`config.mk`:
```
export PLATFORM = sky130hd
export DESIGN_NAME = spi_dsi_arbiter
export DESIGN_NICKNAME = d
export VERILOG_FILES = /design/src/rtl/spi_arb_pkg.sv /design/src/rtl/spi_arb_fifo.sv /design/src/rtl/spi_arb_shifter.sv /design/src/rtl/spi_dsi_arbiter.sv
export SDC_FILE = /design/constraint.sdc
export NUM_CORES = 1
export LEC_CHECK = 0
export ABC_AREA = 1
export BUFFER_PORTS_ARGS = -buffer_cell sky130_fd_sc_hd__buf_2
export CAP_MARGIN = 20
export CORE_UTILIZATION = 50
export DETAILED_ROUTE_END_ITERATION = 8
export GPL_TIMING_DRIVEN = 0
export PLACE_DENSITY = 0.69
export SYNTH_ARGS = -nofsm -noshare
export SYNTH_HDL_FRONTEND = slang
export SYNTH_SLANG_ARGS = --single-unit
export TNS_END_PERCENT = 30
```
`constraint.sdc`:
```
create_clock -name clk -period 4.25 [get_ports clk]
set_input_delay 1.0625 -clock clk [delete_from_list [all_inputs] [get_ports clk]]
set_output_delay 1.0625 -clock clk [all_outputs]
set_load 0.02 [all_outputs]
```
`src/rtl/spi_arb_pkg.sv`:
```
package spi_arb_pkg;
  typedef enum logic [1:0] {ST_IDLE, ST_LEAD, ST_SHIFT, ST_TRAIL} shift_state_t;
  localparam logic [1:0] MODE_COMBINED = 2'b10;
  localparam int MIN_BITS = 4;
endpackage

```
`src/rtl/spi_arb_fifo.sv`:
```
module spi_arb_fifo #(
  parameter int W = 16,
  parameter int DEPTH = 4,
  localparam int AW = (DEPTH > 1) ? $clog2(DEPTH) : 1
) (
  input  logic         clk,
  input  logic         rst,
  input  logic         push,
  input  logic [W-1:0] wdata,
  input  logic         pop,
  output logic [W-1:0] rdata,
  output logic         full,
  output logic         empty
);
  logic [W-1:0]  mem [DEPTH];
  logic [AW-1:0] wptr, rptr;
  logic [AW:0]   count;
  logic do_wr, do_rd;

  assign full  = (count == (AW+1)'(DEPTH));
  assign empty = (count == '0);
  assign do_wr = push && !full;
  assign do_rd = pop && !empty;
  assign rdata = mem[rptr];

  always_ff @(posedge clk) begin
    if (do_wr) mem[wptr] <= wdata;
  end

  always_ff @(posedge clk) begin
    if (rst) begin
      wptr  <= '0;
      rptr  <= '0;
      count <= '0;
    end else begin
      if (do_wr) wptr <= (wptr == AW'(DEPTH-1)) ? '0 : wptr + AW'(1);
      if (do_rd) rptr <= (rptr == AW'(DEPTH-1)) ? '0 : rptr + AW'(1);
      case ({do_wr, do_rd})
        2'b10:   count <= count + (AW+1)'(1);
        2'b01:   count <= count - (AW+1)'(1);
        default: count <= count;
      endcase
    end
  end

  assert_no_overflow_R10: assert property (@(posedge clk) disable iff (rst)
    (full && push && !pop) |=> full);
  assert_no_underflow_R10: assert property (@(posedge clk) disable iff (rst)
    (empty && pop && !push) |=> empty);
endmodule

```
`src/rtl/spi_arb_shifter.sv`:
```
module spi_arb_shifter
  import spi_arb_pkg::*;
#(
  parameter int DW = 16,
  parameter int DIV_W = 4,
  parameter int DLY_W = 4,
  localparam int SZ_W = $clog2(DW),
  localparam int EW = SZ_W + 2,
  localparam int CW = (DIV_W > DLY_W) ? DIV_W : DLY_W
) (
  input  logic             clk,
  input  logic             rst,
  input  logic             start,
  input  logic [DW-1:0]    ld_data,
  input  logic [SZ_W-1:0]  size_m1,
  input  logic [DIV_W-1:0] div,
  input  logic             cpol,
  input  logic             cpha,
  input  logic [DLY_W-1:0] pre_dly,
  input  logic [DLY_W-1:0] post_dly,
  input  logic             sin,
  output logic             sck,
  output logic             sout,
  output logic             cs,
  output logic             busy,
  output logic             done,
  output logic [DW-1:0]    rx_word
);
  shift_state_t     state;
  logic [CW-1:0]    cnt;
  logic [EW-1:0]    ecnt, last;
  logic [DW-1:0]    sh, rsh;
  logic             cpol_q, cpha_q;
  logic [DIV_W-1:0] div_q;
  logic [DLY_W-1:0] post_q;
  logic [SZ_W:0]    size_v;
  logic             sample_ev, shift_ev;

  assign size_v = (size_m1 < SZ_W'(MIN_BITS-1)) ? (SZ_W+1)'(MIN_BITS)
                                                : {1'b0, size_m1} + (SZ_W+1)'(1);
  assign sample_ev = cpha_q ? ecnt[0] : ~ecnt[0];
  assign shift_ev  = cpha_q ? (~ecnt[0] && (ecnt != '0)) : ecnt[0];
  assign sout    = sh[DW-1];
  assign rx_word = rsh;
  assign busy    = (state != ST_IDLE);

  always_ff @(posedge clk) begin
    if (rst) begin
      state <= ST_IDLE; sck <= 1'b0; cs <= 1'b0; done <= 1'b0;
      cnt <= '0; ecnt <= '0; last <= '0; sh <= '0; rsh <= '0;
      cpol_q <= 1'b0; cpha_q <= 1'b0; div_q <= '0; post_q <= '0;
    end else begin
      done <= 1'b0;
      case (state)
        ST_IDLE: if (start) begin
          state <= ST_LEAD; cs <= 1'b1; sck <= cpol;
          cpol_q <= cpol; cpha_q <= cpha; div_q <= div; post_q <= post_dly;
          cnt  <= CW'(pre_dly);
          ecnt <= '0;
          last <= {size_v, 1'b0} - EW'(1);
          sh   <= ld_data << (DW - int'(size_v));
          rsh  <= '0;
        end
        ST_LEAD: if (cnt == '0) begin
          state <= ST_SHIFT; cnt <= CW'(div_q);
        end else cnt <= cnt - CW'(1);
        ST_SHIFT: if (cnt == '0) begin
          sck  <= ~sck;
          cnt  <= CW'(div_q);
          ecnt <= ecnt + EW'(1);
          if (sample_ev) rsh <= {rsh[DW-2:0], sin};
          if (shift_ev)  sh  <= {sh[DW-2:0], 1'b0};
          if (ecnt == last) begin
            state <= ST_TRAIL; cnt <= CW'(post_q);
          end
        end else cnt <= cnt - CW'(1);
        ST_TRAIL: if (cnt == '0) begin
          state <= ST_IDLE; cs <= 1'b0; done <= 1'b1;
        end else cnt <= cnt - CW'(1);
        default: state <= ST_IDLE;
      endcase
    end
  end

  // after an even number of transitions the clock is back at its rest level
  assert_sck_rest_R6: assert property (@(posedge clk) disable iff (rst)
    (state == ST_TRAIL) |-> (sck == cpol_q));
  // once a frame is under way, the chip select holds until the trail ends
  assert_no_preempt_R11: assert property (@(posedge clk) disable iff (rst)
    (state == ST_SHIFT) |=> cs);
endmodule

```
`src/rtl/spi_dsi_arbiter.sv`:
```
module spi_dsi_arbiter
  import spi_arb_pkg::*;
#(
  parameter int DATA_W = 16,
  parameter int NUM_ATTR = 4,
  parameter int DIV_W = 4,
  parameter int DLY_W = 4,
  parameter int TX_DEPTH = 4,
  parameter int RX_DEPTH = 4,
  localparam int SZ_W = $clog2(DATA_W),
  localparam int AS_W = (NUM_ATTR > 1) ? $clog2(NUM_ATTR) : 1,
  localparam int ATTR_W = SZ_W + DIV_W + 2 + 2*DLY_W,
  localparam int CMD_W = AS_W + DATA_W
) (
  input  logic                     clk,
  input  logic                     rst,
  input  logic [1:0]               mode_sel,
  input  logic                     master_en,
  input  logic [NUM_ATTR*ATTR_W-1:0] attr_cfg,
  input  logic [AS_W-1:0]          dsi_attr_sel,
  input  logic                     tx_push,
  input  logic [CMD_W-1:0]         tx_cmd,
  output logic                     tx_full,
  input  logic                     rx_pop,
  output logic [DATA_W-1:0]        rx_data,
  output logic                     rx_empty,
  output logic                     rx_ovf,
  input  logic [DATA_W-1:0]        par_in,
  input  logic                     dsi_trig,
  output logic [DATA_W-1:0]        par_out,
  output logic                     sck,
  output logic                     sout,
  input  logic                     sin,
  output logic                     pcs_dsi_n,
  output logic                     pcs_spi_n
);
  logic              tx_empty, rx_full, busy, done, cs, is_dsi, dsi_pend;
  logic              active, dsi_req, start_spi, start_dsi, start, rx_wr;
  logic [CMD_W-1:0]  tx_head;
  logic [DATA_W-1:0] snap, rx_word, ld_data;
  logic [AS_W-1:0]   sel;
  logic [ATTR_W-1:0] entry;

  assign active    = (mode_sel == MODE_COMBINED) && master_en;
  assign dsi_req   = dsi_pend || (par_in != snap);
  assign start_spi = active && !busy && !tx_empty;
  assign start_dsi = active && !busy && tx_empty && dsi_req;
  assign start     = start_spi || start_dsi;
  assign sel       = start_spi ? tx_head[CMD_W-1:DATA_W] : dsi_attr_sel;
  assign ld_data   = start_spi ? tx_head[DATA_W-1:0] : par_in;
  assign rx_wr     = done && !is_dsi && !rx_full;

  always_comb begin
    entry = attr_cfg[ATTR_W-1:0];
    for (int i = 0; i < NUM_ATTR; i++)
      if (sel == AS_W'(i)) entry = attr_cfg[i*ATTR_W +: ATTR_W];
  end

  spi_arb_fifo #(.W(CMD_W), .DEPTH(TX_DEPTH)) u_txq (
    .clk(clk), .rst(rst), .push(tx_push), .wdata(tx_cmd), .pop(start_spi),
    .rdata(tx_head), .full(tx_full), .empty(tx_empty));

  spi_arb_fifo #(.W(DATA_W), .DEPTH(RX_DEPTH)) u_rxq (
    .clk(clk), .rst(rst), .push(rx_wr), .wdata(rx_word), .pop(rx_pop),
    .rdata(rx_data), .full(rx_full), .empty(rx_empty));

  spi_arb_shifter #(.DW(DATA_W), .DIV_W(DIV_W), .DLY_W(DLY_W)) u_shift (
    .clk(clk), .rst(rst), .start(start), .ld_data(ld_data),
    .size_m1(entry[SZ_W-1:0]),
    .div(entry[SZ_W +: DIV_W]),
    .cpol(entry[SZ_W+DIV_W]),
    .cpha(entry[SZ_W+DIV_W+1]),
    .pre_dly(entry[SZ_W+DIV_W+2 +: DLY_W]),
    .post_dly(entry[SZ_W+DIV_W+2+DLY_W +: DLY_W]),
    .sin(sin), .sck(sck), .sout(sout), .cs(cs), .busy(busy), .done(done),
    .rx_word(rx_word));

  always_ff @(posedge clk) begin
    if (rst) begin
      is_dsi <= 1'b0; dsi_pend <= 1'b0; snap <= '0; par_out <= '0; rx_ovf <= 1'b0;
    end else begin
      if (start) is_dsi <= start_dsi;
      if (dsi_trig) dsi_pend <= 1'b1;
      else if (start_dsi) dsi_pend <= 1'b0;
      if (start_dsi) snap <= par_in;
      if (done && is_dsi) par_out <= rx_word;
      if (done && !is_dsi && rx_full) rx_ovf <= 1'b1;
    end
  end

  assign pcs_dsi_n = ~(cs & is_dsi);
  assign pcs_spi_n = ~(cs & ~is_dsi);

  assert_spi_first_R2: assert property (@(posedge clk) disable iff (rst)
    ($rose(cs) && is_dsi) |-> $past(tx_empty));
  assert_idle_when_off_R1: assert property (@(posedge clk) disable iff (rst)
    (!active && !busy) |=> !cs);
  assert_ovf_sticky_R9: assert property (@(posedge clk) disable iff (rst)
    rx_ovf |=> rx_ovf);
  assert_parout_hold_R8: assert property (@(posedge clk) disable iff (rst)
    !(done && is_dsi) |=> $stable(par_out));
endmodule

```
==> flow_metrics.env <==
export IMPL_status="finished clean"
export IMPL_nets=1680
export IMPL_ir_worst_vdd_v=0.000428
export IMPL_clock_sinks=251
export IMPL_clk_pin_slew_ns=0.06
export IMPL_yosysSeqAreaShare_pct=53.7
export IMPL_cts_made_buffers=27
export IMPL_syn_to_final_growth_pct=18.6
export IMPL_yosysTopAreaCell="edfxtp_1"
export IMPL_final_cell_area_um2=14100
export IMPL_finalSetupTns_ns=0
export IMPL_grt_overflow_total=0
export IMPL_netlist_area_um2=11900
export IMPL_synth_seq_cells=251
export IMPL_via_per_inst=5.42
export IMPL_drive_above_1_share_pct=17.8
export IMPL_path_common_cell="nand3_1"
export IMPL_pre_cts_slack_ns=-0.515
export IMPL_rrSetupSlack_ns=0.32
export IMPL_cts_hold_buf=0
export IMPL_place_congestion=0.913
export IMPL_drc=0
export IMPL_worst_setup_path_type="reg2reg"
export IMPL_fin_crit_sh_pct=92.5
export IMPL_yosys_warnings=0
export IMPL_path_buf_inv=7
export IMPL_cts_tree="yes"
export IMPL_max_stage_delay_ns=0.44
export IMPL_r2r_end="u_shift.sh[6]"
export IMPL_dp_cells=1824
export IMPL_ant_nets=0
export IMPL_grt_pass1_vias=9644
export IMPL_rsz0062_at_grt="false"
export IMPL_holdWs_ns=0.474
export IMPL_cp_start_kind="flip-flop"
export IMPL_holdCritStartpoint="u_shift.sh[0]"
export IMPL_path_depth=25
export IMPL_via_count=10179
export IMPL_fin_cells=1879
export IMPL_synth_ff_type="edfxtp_1"
export IMPL_grt_antenna_before_repair=0
export IMPL_drv_cap=0
export IMPL_die_w_um=156
export IMPL_required_ns=4.71
export IMPL_clk_path_buf_depth=3
export IMPL_cts_root_buf="clkbuf_16"
export IMPL_cp_max_fo=10
export IMPL_crit_family="simple AND/OR/NAND/NOR gates"
export IMPL_worst_pin_slew_ns=0.929
export IMPL_fillers=2141
export IMPL_dr_pass1_iters=7
export IMPL_synth_common_cells="nand2_1, nor2_1, o21ai_0"
export IMPL_htree_levels=1
export IMPL_die_y_um=156
export IMPL_slowest_stage="ha_2"
export IMPL_cp_startpoint="u_shift.state[0]"
export IMPL_syn_area_per_cell_um2=8.86
export IMPL_synth_top_area_share_pct=34.3
export IMPL_rows=56
export IMPL_track_usage_pct=25.5
export IMPL_fmaxAchievable_mhz=254
export IMPL_drtIter0Drc=815
export IMPL_power_leakage_nw=5.60
export IMPL_finalHoldViolCount=0
export IMPL_end_kind="flip-flop"
export IMPL_dieArea_um2=24400
export IMPL_slew_headroom_pct=38.0
export IMPL_yosysMostFrequentCell="nand2_1"
export IMPL_min_path_type="reg2reg"
export IMPL_skew_ns=0.0114
export IMPL_multi_input_area_um2=4800
export IMPL_core_area_um2=23400
export IMPL_synthArstFlopShare_pct=0
export IMPL_power_density_nw_per_um2=563
export IMPL_finalWorstSetupSlack_ns=0.321
export IMPL_cp_arrival_ns=4.39
export IMPL_dpl_cell_area_um2=13200
export IMPL_setup_violations=0
export IMPL_portBuffers=155
export IMPL_rr_worst_depth=25
export IMPL_min_to="u_shift.sh[0]"
export IMPL_ys_types=56
export IMPL_insertion_delay_ns=0.54
export IMPL_synth_area_leaders="edfxtp_1, dfxtp_1, o21ai_0"
export IMPL_rr_startpoint="u_shift.state[0]"
export IMPL_synth_edf_count=136
export IMPL_hold_depth=2
export IMPL_maxSlewViolCount=0
export IMPL_grt_start_max_net_pins=17
export IMPL_seq_area_um2=6390
export IMPL_totalWireLength_um=30500
export IMPL_grt_pass1_wl_um=49000
export IMPL_wire_per_inst_um=16.2
export IMPL_syn_inst=1344
export IMPL_hpwl_um=21900
export IMPL_start_util_pct=50.9
export IMPL_synth_nets=1486
export IMPL_io_pins=156
export IMPL_min_period_ns=3.93
-- metrics by stage --
step	util, %	total power, mW
floorplan	-	4.82
global route	60.3	8.42
detailed placement	56.3	5.61
global placement	55.9	5.56
CTS	60.0	7.90
finish	60.3	7.95
-- kinds of logic (layout without fill, tap and decap cells) --
group,count (synthesis),in the layout,share of synthesized area [%]
fa+ha+maj,25,25,2.75
flops,251,251,53.7
xor+xnor,14,14,1.22
simple gates,510,510,19.1
other cells,0,1,0
compound gates,357,357,16.9
buf+inv,187,402,6.43
-- layer usage --
metal  part of all wire [%]  GRT usage [%]  vias up  routed length (um)
met3                    5.8           3.24       61                1780
met4                    2.9           8.59        0                 894
met5                      0              0        -                   0
met2                     47           43.2      335               14400
met1                     44           33.6     4730               13400
li1                       -              -     5053                   -
-- placed cells by master (no fill, tap or decap), types with 8 or more instances in the layout --
master,instances
inv_2,8
nor3_1,10
a211oi_1,9
nor2_1,160
inv_1,103
o21ai_0,160
clkbuf_1,62
nor2_2,13
nand3_1,123
ha_1,21
o22ai_1,29
edfxtp_1,136
clkbuf_16,28
nand2_1,170
o211ai_1,19
dfxtp_1,115
buf_4,10
buf_2,161
a21oi_1,104
-- how the worst max path moves through the flow --
stage                     endpoint  slack (ns)
floorplan           u_shift.sh[12]        0.36
global route         u_shift.sh[6]        0.01
CTS                  u_shift.sh[6]        0.04
global placement    u_shift.sh[14]       -0.45
detailed placement   u_shift.sh[6]       -0.52
finish               u_shift.sh[6]        0.32
-- tightest hold or removal path: stages (launching register included) --
cell and delay [ns]:
dfxtp_1 0.31, nand2_1 0.06, a21oi_1 0.06
-- power breakdown --
group	internal [mW]	switching (mW)	total [mW]
Sequential	2.75	0.123	2.87
Combinational	0.904	1.87	2.78
Clock	1.36	0.936	2.30
-- cell type report --
type / instances / area share [%]
diodes: 1 / 0.0177
clock buffers: 38 / 5.37
clock inverters: 12 / 0.807
repair buffers: 165 / 6.27
plain buffers: 72 / 2.38
multi-input cells: 906 / 34.0
flip-flops and latches: 251 / 45.2
well taps: 319 / 2.83
inverters: 115 / 3.12
-- state kept, by name, indices dropped and copies added, names as in the netlist, 6 cells and up, named ones only --
signal           count
u_shift.ecnt         6
snap                16
u_shift.sh          16
u_shift.rx_word     16
u_shift.last         6
u_rxq.mem           64
u_txq.mem           72
par_out             16
-- timing repair --
action / CTS / global route
endpoints found under the setup margin: 1 / 17
resized for setup: 1 / 12
buffers inserted: 0 / 4
pin swaps: 0 / 1
Power figures use the tool's default switching activity.
